===== src/rtl/idea_pkg.sv =====
package idea_pkg;
  localparam int LANE_W    = 16;
  localparam int LANES     = 4;
  localparam int BLK_W     = LANE_W * LANES;
  localparam int RKEYS     = 6;
  localparam int KEY_BUS_W = LANE_W * RKEYS;
  localparam int OKEY_W    = LANE_W * LANES;

  typedef logic [LANE_W-1:0] lane_t;

  // addition modulo 2^LANE_W
  function automatic lane_t lane_add(input lane_t a, input lane_t b);
    return a + b;
  endfunction

  // multiplication modulo 2^LANE_W+1, zero encodes 2^LANE_W
  // uses lo - hi folding instead of a divider
  function automatic lane_t lane_mul(input lane_t a, input lane_t b);
    logic [LANE_W:0]   ea;
    logic [LANE_W:0]   eb;
    logic [2*LANE_W:0] prod;
    lane_t             lo;
    logic [LANE_W:0]   hi;
    lane_t             diff;
    ea   = (a == '0) ? {1'b1, {LANE_W{1'b0}}} : {1'b0, a};
    eb   = (b == '0) ? {1'b1, {LANE_W{1'b0}}} : {1'b0, b};
    prod = {{LANE_W{1'b0}}, ea} * {{LANE_W{1'b0}}, eb};
    lo   = prod[LANE_W-1:0];
    hi   = prod[2*LANE_W:LANE_W];
    diff = lo - hi[LANE_W-1:0];
    if ({1'b0, lo} < hi) return diff + lane_t'(1);
    return diff;
  endfunction
endpackage


===== src/rtl/idea_round.sv =====
module idea_round
  import idea_pkg::*;
(
  input  logic [BLK_W-1:0]     blk_in,
  input  logic [KEY_BUS_W-1:0] rkeys,
  output logic [BLK_W-1:0]     blk_out
);
  lane_t x [LANES];
  lane_t k [RKEYS];

  for (genvar i = 0; i < LANES; i++) begin : g_lane
    assign x[i] = blk_in[BLK_W-1-i*LANE_W -: LANE_W];
  end
  for (genvar j = 0; j < RKEYS; j++) begin : g_key
    assign k[j] = rkeys[KEY_BUS_W-1-j*LANE_W -: LANE_W];
  end

  lane_t s1, s2, s3, s4;
  lane_t ma_a, ma_b, ma_t, ma_hi, ma_lo;

  always_comb begin
    s1    = lane_mul(x[0], k[0]);
    s2    = lane_add(x[1], k[1]);
    s3    = lane_add(x[2], k[2]);
    s4    = lane_mul(x[3], k[3]);
    ma_a  = s1 ^ s3;
    ma_b  = s2 ^ s4;
    ma_t  = lane_mul(ma_a, k[4]);
    ma_hi = lane_mul(lane_add(ma_t, ma_b), k[5]);
    ma_lo = lane_add(ma_t, ma_hi);
    // lanes two and three leave the round exchanged
    blk_out = {s1 ^ ma_hi, s3 ^ ma_hi, s2 ^ ma_lo, s4 ^ ma_lo};
  end
endmodule


===== src/rtl/idea_outx.sv =====
module idea_outx
  import idea_pkg::*;
(
  input  logic [BLK_W-1:0]  blk_in,
  input  logic [OKEY_W-1:0] okeys,
  output logic [BLK_W-1:0]  blk_out
);
  lane_t x [LANES];
  lane_t k [LANES];

  for (genvar i = 0; i < LANES; i++) begin : g_split
    assign x[i] = blk_in[BLK_W-1-i*LANE_W -: LANE_W];
    assign k[i] = okeys[OKEY_W-1-i*LANE_W -: LANE_W];
  end

  // middle lanes re-exchanged before mixing, cancelling the last round's swap
  always_comb
    blk_out = {lane_mul(x[0], k[0]), lane_add(x[2], k[1]),
               lane_add(x[1], k[2]), lane_mul(x[3], k[3])};
endmodule


===== src/rtl/idea_seq.sv =====
module idea_seq #(
  parameter  int ROUNDS = 8,
  localparam int IDX_W  = $clog2(ROUNDS + 1)
) (
  input  logic             clk,
  input  logic             rst_n,
  input  logic             start,
  output logic             busy,
  output logic [IDX_W-1:0] rnd,
  output logic             accept,
  output logic             round_fire,
  output logic             xform_fire
);
  localparam logic [IDX_W-1:0] LAST = IDX_W'(ROUNDS);

  assign accept     = start && !busy;
  assign round_fire = busy && (rnd != LAST);
  assign xform_fire = busy && (rnd == LAST);

  always_ff @(posedge clk) begin
    if (!rst_n) begin
      busy <= 1'b0;
      rnd  <= '0;
    end else if (accept) begin
      busy <= 1'b1;
      rnd  <= '0;
    end else if (round_fire) begin
      rnd  <= rnd + IDX_W'(1);
    end else if (xform_fire) begin
      busy <= 1'b0;
      rnd  <= '0;
    end
  end
endmodule


===== src/rtl/idea_core.sv =====
module idea_core
  import idea_pkg::*;
#(
  parameter  int ROUNDS = 8,
  localparam int IDX_W  = $clog2(ROUNDS + 1)
) (
  input  logic                 clk,
  input  logic                 rst_n,
  input  logic                 start,
  input  logic [BLK_W-1:0]     din,
  input  logic [KEY_BUS_W-1:0] subkeys,
  output logic [IDX_W-1:0]     key_idx,
  output logic                 busy,
  output logic                 done,
  output logic [BLK_W-1:0]     dout
);
  logic             accept, round_fire, xform_fire;
  logic [BLK_W-1:0] state_q, round_nxt, xform_nxt;

  idea_seq #(.ROUNDS(ROUNDS)) u_seq (
    .clk        (clk),
    .rst_n      (rst_n),
    .start      (start),
    .busy       (busy),
    .rnd        (key_idx),
    .accept     (accept),
    .round_fire (round_fire),
    .xform_fire (xform_fire)
  );

  idea_round u_round (
    .blk_in  (state_q),
    .rkeys   (subkeys),
    .blk_out (round_nxt)
  );

  idea_outx u_outx (
    .blk_in  (state_q),
    .okeys   (subkeys[KEY_BUS_W-1 -: OKEY_W]),
    .blk_out (xform_nxt)
  );

  always_ff @(posedge clk) begin
    if (!rst_n)          state_q <= '0;
    else if (accept)     state_q <= din;
    else if (round_fire) state_q <= round_nxt;
  end

  always_ff @(posedge clk) begin
    if (!rst_n) begin
      done <= 1'b0;
      dout <= '0;
    end else begin
      done <= xform_fire;
      if (xform_fire) dout <= xform_nxt;
    end
  end
endmodule


===== config.mk =====
export PLATFORM = sky130hd
export DESIGN_NAME = idea_core
export DESIGN_NICKNAME = d
export VERILOG_FILES = /design/src/rtl/idea_pkg.sv /design/src/rtl/idea_round.sv /design/src/rtl/idea_outx.sv /design/src/rtl/idea_seq.sv /design/src/rtl/idea_core.sv
export SDC_FILE = /design/constraint.sdc
export NUM_CORES = 2
export LEC_CHECK = 0
export BUFFER_PORTS_ARGS = -buffer_cell sky130_fd_sc_hd__buf_4
export CORE_MARGIN = 2
export CORE_UTILIZATION = 33
export CTS_CLUSTER_DIAMETER = 200
export CTS_CLUSTER_SIZE = 8
export DETAILED_ROUTE_END_ITERATION = 12
export GPL_TIMING_DRIVEN = 1
export PLACE_DENSITY = 0.54
export SETUP_SLACK_MARGIN = 0.3
export SLEW_MARGIN = 20
export SYNTH_ARGS = -nofsm -noshare
export SYNTH_HDL_FRONTEND = slang
export SYNTH_SLANG_ARGS = --single-unit

===== constraint.sdc =====
create_clock -name clk -period 112.4 [get_ports clk]
set_input_delay 33.72 -clock clk [delete_from_list [all_inputs] [get_ports clk]]
set_output_delay 33.72 -clock clk [all_outputs]
set_load 0.01 [all_outputs]

Yosys cells after proc, flatten, opt, wreduce, memory -nomap -nowiden
Cells that the tools add are included.
{"block": "classes", "addsub": 15, "n_mul": 4, "magnitude_cmp": 4, "n_eq_ne": 3, "muxes": 27, "bitwise": 7, "reduce_logical": 17}
{"operator": "17-bit 2-to-1 mux", "count": 8}
{"operator": "17-bit by 17-bit multiplier with 33-bit output", "count": 4}
{"operator": "16-bit logical NOT", "count": 8}
{"operator": "16-bit 2-to-1 mux", "count": 8}
{"operator": "64-bit 2-to-1 mux", "count": 2}
{"operator": "16-bit adder", "count": 6}
{"operator": "16-bit XOR", "count": 6}
{"operator": "16-bit by 17-bit < comparator with 1-bit output", "count": 4}
{"operator": "16-bit by 1-bit adder with 16-bit output, second input constant", "count": 4}
{"operator": "16-bit subtractor", "count": 4}
{"operator": "4-bit 2-to-1 mux", "count": 2}
{"operator": "1-bit 2-to-1 mux", "count": 7}
{"operator": "2-bit nonzero test", "count": 3}
{"operator": "4-bit by 1-bit adder with 4-bit output, second input constant", "count": 1}
{"operator": "4-bit equality test, second input constant", "count": 1}
{"operator": "4-bit inequality test, second input constant", "count": 1}
{"operator": "1-bit logical AND", "count": 3}
{"operator": "2-bit inequality test, second input constant", "count": 1}
{"operator": "2-bit AND reduction", "count": 1}
{"operator": "2-bit OR reduction", "count": 1}
{"operator": "1-bit logical NOT", "count": 1}
{"operator": "1-bit NOT", "count": 1}
{"block": "totals", "register_bits": 134, "input_bits": 163, "out_inout_bits": 70, "elab_cells": 82}

Longest topological paths before layout
{"block": "logic_depth", "word_depth": 27, "ltp_mapped": 157, "mapped_depth_nobuf": 152}

By module
Synthesis repeated with hierarchy kept, for this count alone.
{"block": "hier_totals", "hier_cells": 8643, "area_unflattened_um2": 74104.8}
{"mod": "idea_round", "instances": 1, "cells_each": 5377, "area_each_um2": 45223.4, "seq_area_each_um2": 0.0}
{"mod": "idea_outx", "instances": 1, "cells_each": 2746, "area_each_um2": 22673.0, "seq_area_each_um2": 0.0}
{"mod": "idea_core", "instances": 1, "cells_each": 492, "area_each_um2": 5925.7, "seq_area_each_um2": 2582.5}
{"mod": "idea_seq", "instances": 1, "cells_each": 28, "area_each_um2": 282.8, "seq_area_each_um2": 100.1}

Worst setup path after synthesis
No wires, ideal clock.
{"block": "synth_path", "kind": "in2reg", "start": "input port subkeys[84]", "end": "register state_q[31]", "setup_ns": 0.092, "arrival_time_ns": 62.918, "required_time_ns": 112.308, "setup_slack_ns": 49.390, "cell_stages": 134, "cell_sequence": "clkbuf_1 -> nor4_1 -> and4_1 -> clkbuf_1 -> clkbuf_1 -> and2_1 -> fa_1 -> fa_1 -> fa_1 -> fa_1 -> fa_1 -> inv_1 -> fa_1 -> inv_1 -> ha_1 -> or3_1 -> a31oi_1 -> nand4b_1 -> (+98 left out) -> ha_1 -> a21o_1 -> a21oi_1 -> o21bai_1 -> a21oi_1 -> o21bai_1 -> a21oi_1 -> o21ai_0 -> a21oi_1 -> o21ai_0 -> a21oi_1 -> o21bai_1 -> a21oi_1 -> o21bai_1 -> a21oi_1 -> xnor2_1 -> and3b_1 -> nor4_1"}
{"block": "synth_via", "elab_chain_cells": 27, "elab_cells_between_ends": 33, "classes_between": "8 x add/sub; 3 x mul; 3 x order compare; 14 x mux; 2 x bitwise; 3 x reduce/logical"}
{"item": "from (decl)", "line_no": "idea_core.sv:11", "source": "input logic [KEY_BUS_W-1:0] subkeys,"}
{"item": "16-bit logical NOT", "line_no": "idea_pkg.sv:26", "source": "eb = (b == '0) ? {1'b1, {LANE_W{1'b0}}} : {1'b0, b};"}
{"item": "17-bit 2-to-1 mux *", "line_no": "idea_pkg.sv:26"}
{"item": "17-bit by 17-bit multiplier with 33-bit output *", "line_no": "idea_pkg.sv:27", "source": "prod = {{LANE_W{1'b0}}, ea} * {{LANE_W{1'b0}}, eb};"}
{"item": "16-bit subtractor", "line_no": "idea_pkg.sv:30", "source": "diff = lo - hi[LANE_W-1:0];"}
{"item": "16-bit by 1-bit adder with 16-bit output", "line_no": "idea_pkg.sv:31", "source": "if ({1'b0, lo} < hi) return diff + lane_t'(1);"}
{"item": "16-bit 2-to-1 mux", "line_no": "idea_pkg.sv:31"}
{"item": "16-bit 2-to-1 mux *", "line_no": "idea_pkg.sv:32", "source": "return diff;"}
{"item": "16-bit XOR *", "line_no": "idea_round.sv:26", "source": "ma_a = s1 ^ s3;"}
{"item": "(+11 left out)"}
{"item": "16-bit subtractor", "line_no": "idea_pkg.sv:30"}
{"item": "16-bit by 1-bit adder with 16-bit output", "line_no": "idea_pkg.sv:31"}
{"item": "16-bit 2-to-1 mux", "line_no": "idea_pkg.sv:31"}
{"item": "16-bit 2-to-1 mux", "line_no": "idea_pkg.sv:32"}
{"item": "16-bit adder *", "line_no": "idea_pkg.sv:13", "source": "return a + b;"}
{"item": "16-bit XOR *", "line_no": "idea_round.sv:32", "source": "blk_out = {s1 ^ ma_hi, s3 ^ ma_hi, s2 ^ ma_lo, s4 ^ ma_lo};"}
{"item": "64-bit 2-to-1 mux *", "line_no": "idea_core.sv:46", "source": "else if (round_fire) state_q <= round_nxt;"}
{"item": "64-bit 2-to-1 mux *", "line_no": "idea_core.sv:45", "source": "else if (accept) state_q <= din;"}
{"item": "to (signal assigned)", "line_no": "idea_core.sv:45"}
{"item": "to (signal assigned)", "line_no": "idea_core.sv:46"}
{"item": "to (decl)", "line_no": "idea_core.sv:18", "source": "logic [BLK_W-1:0] state_q, round_nxt, xform_nxt;"}
Mark *: on every way between the ends. The rest lies on a longest branch, timed or not. The select of a mux whose other input is x is not followed.
A chain may end at the register's enable or synchronous reset.

Final worst setup path
Ends and elaborated chain as after synthesis.

==> qor.txt <==
outcome: finished clean
routability cong.: 0.936
fraction of layout cells with a size suffix above 1: 6.07%
register area: 2680 sq um
Fill cells: 16200
CTS Hold Bufs: 0
Gates resized, CTS repair: 0
multi-input logic area: 43500 sq um
die height: 400 um
CP max-delay cell: xnor3_1
I/O pins: 233
register bit count reported by yosys: 134
Max Clock Skew: 0.0173 ns
Commonest cells post-synth: 1220 x inv_1, 963 x nand2_1, 902 x fa_1, 586 x ha_1, 444 x and2_1
most frequently used flop master after synthesis: dfxtp_1
fin crit period: 66.99 ns
dpl hpwl: 132000 um
post-route setup TNS: 0 ns
Starting DRT DRC Count: 2770
FF-to-FF setup slack: 77.69 ns
Placed Instance Area: 55600 sq um
Worst R2R End: state_q[31]
Core Box Area: 156000 sq um
worst r2r path cells: 132
Worst-Margin Slew: 1.14 ns
vias in the first global route: 42900
post-route design area: 56200 sq um
Port-buffer cells: 232
Routed WL: 162000 um
Detail Route Antenna Nets: 0
number of distinct library cells after synthesis: 83
endpoints failing hold: 0
worst stage delay on the critical path: 1.04 ns
Yosys Warn Count: 0
maxcap violations: 0
hold path endpoint: dout[39]
Post-Syn Area: 51700 sq um
GRT Total Usage: 20.4%
Clock Path Buffers: 2
register area share after synthesis: 5.19%
Clk Latency, worst-skew pair: 0.46 ns
Rows: 145
most frequent cell after synthesis: inv_1
area share of the largest cell type after synthesis: 34.9%
final setup violation count: 0
Max Fclk: 14.9 MHz
drt drc: 0
Overflow after GRT: 0
pin count of the biggest net entering global routing: 89
fin. max-slew vios: 0
Vias/cell: 5.01
Die W: 400 um
CTS H-tree depth: 4
full die area: 160000 sq um
Req. time, crit path: 112.76 ns
TritonRoute pass-1 iters: 6
hold path cells: 2
CTS sink cnt: 134
number of nets in the layout: 7952
Initial Util: 33.2%
Yosys top cell by area: fa_1
synth-to-layout area growth: 8.72%
CTS tree: done
Inserted Clock Buffers: 17
unrepaired setup endpoints after global routing: no
Post-CTS Setup Bufs: 0
Final Cycle Share: 59.6%
kind of critical path: in -> reg
Reg clk slew, reported paths: 0.07 ns
CP Capture Type: register
top cells by area, synth: fa_1 35%, ha_1 14%, inv_1 8.9%
number of synthesized flops with an enable pin: 0
drt wl/cell: 19.3 um
via count: 42000
synthesized net count: 7914
first-pass GRT wire length: 252000 um
min-delay src: dout[39]
CTS root buffer: clkbuf_16
data arrival time of the worst path: 67.35 ns
initial antenna violation count: 14
Slew headroom: 23.4%
hold crit path type: reg -> reg
Synth Instances: 6263
fraction of registers with async set/reset: 0%
Mean Syn Cell Area: 8.25 sq um
CP Launch Type: input pin
Max FO, Critical Path: 23
R2R Path Start: state_q[52]
-- worst max-delay path by stage --
stage	from	end	slack [ns]	cells after the start
4_1_cts	subkeys[84]	state_q[31]	45.56	134
2_1_floorplan	subkeys[84]	state_q[31]	49.39	134
6_report	subkeys[84]	state_q[31]	45.41	132
5_1_grt	subkeys[80]	state_q[31]	42.82	134
3_5_place_dp	subkeys[84]	state_q[31]	45.30	134
3_3_place_gp	subkeys[84]	state_q[31]	45.90	132
-- cell families (layout without fill, tap and decap cells) --
family / after synthesis / after routing / synth area share (%)
fa+ha+maj: 1488 / 1488 / 49.1
mux: 16 / 16 / 0.339
simple gates: 1984 / 1984 / 18.2
other cells: 0 / 12 / 0
buf+inv: 1494 / 1545 / 10.9
compound gates: 747 / 747 / 9.18
xor+xnor: 400 / 400 / 7.08
flops: 134 / 134 / 5.19
-- stage by stage --
step	utilization, %	hold WS, ns	instances	setup slack [ns]
after detailed placement	35.7	0.451	8340	45.30
after CTS	36.0	0.460	8372	45.56
final	36.1	0.453	8384	45.41
after floorplan	-	0.475	6263	49.39
after global routing	36.1	0.479	8383	42.82
after global placement	35.7	0.442	8340	45.90
-- metal layers --
layer | part of all wire (%) | vias up | routed length (um) | track usage (%)
li1 | - | 19400 | - | -
met1 | 46 | 21200 | 74600 | 29.2
met2 | 45 | 1198 | 73500 | 32.6
met3 | 5.5 | 175 | 8840 | 1.74
met4 | 3.0 | 0 | 4830 | 5.90
met5 | 0 | - | 0 | 0
-- area by class of cell --
class / instances / share of cell area, %
well taps: 2058 / 4.58
flip-flops and latches: 134 / 4.77
multi-input cells: 4635 / 77.5
diodes: 12 / 0.0534
inverters: 1221 / 8.16
repair buffers: 292 / 3.90
clock inverters: 14 / 0.296
clock buffers: 18 / 0.764
-- layout by cell type (no fill, tap or decap), drive strengths merged, types with 13 or more instances in the layout --
master,netlist,routed
inv,1221,1226
nand4,17,17
and4,13,13
or2,15,15
or3,26,26
xor2,116,116
ha,586,586
nand2b,35,35
nor3,58,58
dfxtp,134,134
o21bai,64,64
clkbuf,258,18
nand2,963,963
nor4,43,43
nand3,48,48
a311oi,19,19
mux2i,13,13
a211oi,62,62
o31ai,13,13
o21ai,126,126
buf,15,292
fa,902,902
and2,446,446
a21oi,269,269
o21a,29,29
o211ai,13,13
a21o,49,49
a21boi,19,19
and3,21,21
xnor2,275,275
nor2,240,240
nor2b,27,27
-- worst max-delay path: cells and delay by family --
kind,cells,cell delay (ns)
AO/OA/AOI/OAI,57,11.23
adder cells (fa/ha/maj),26,11.09
AND/OR/NAND/NOR,26,6.20
multiplexers,3,1.67
buffers and inverters,12,0.81
XOR/XNOR,8,2.58
-- flip-flops by register name, indices dropped and copies added, names as in the netlist --
name,flops
done,1
dout,64
state_q,64
u_seq.busy,1
u_seq.rnd,4
Power is not shown: default switching activity piles up to over one toggle a cycle in this logic, so the estimate is an artifact.
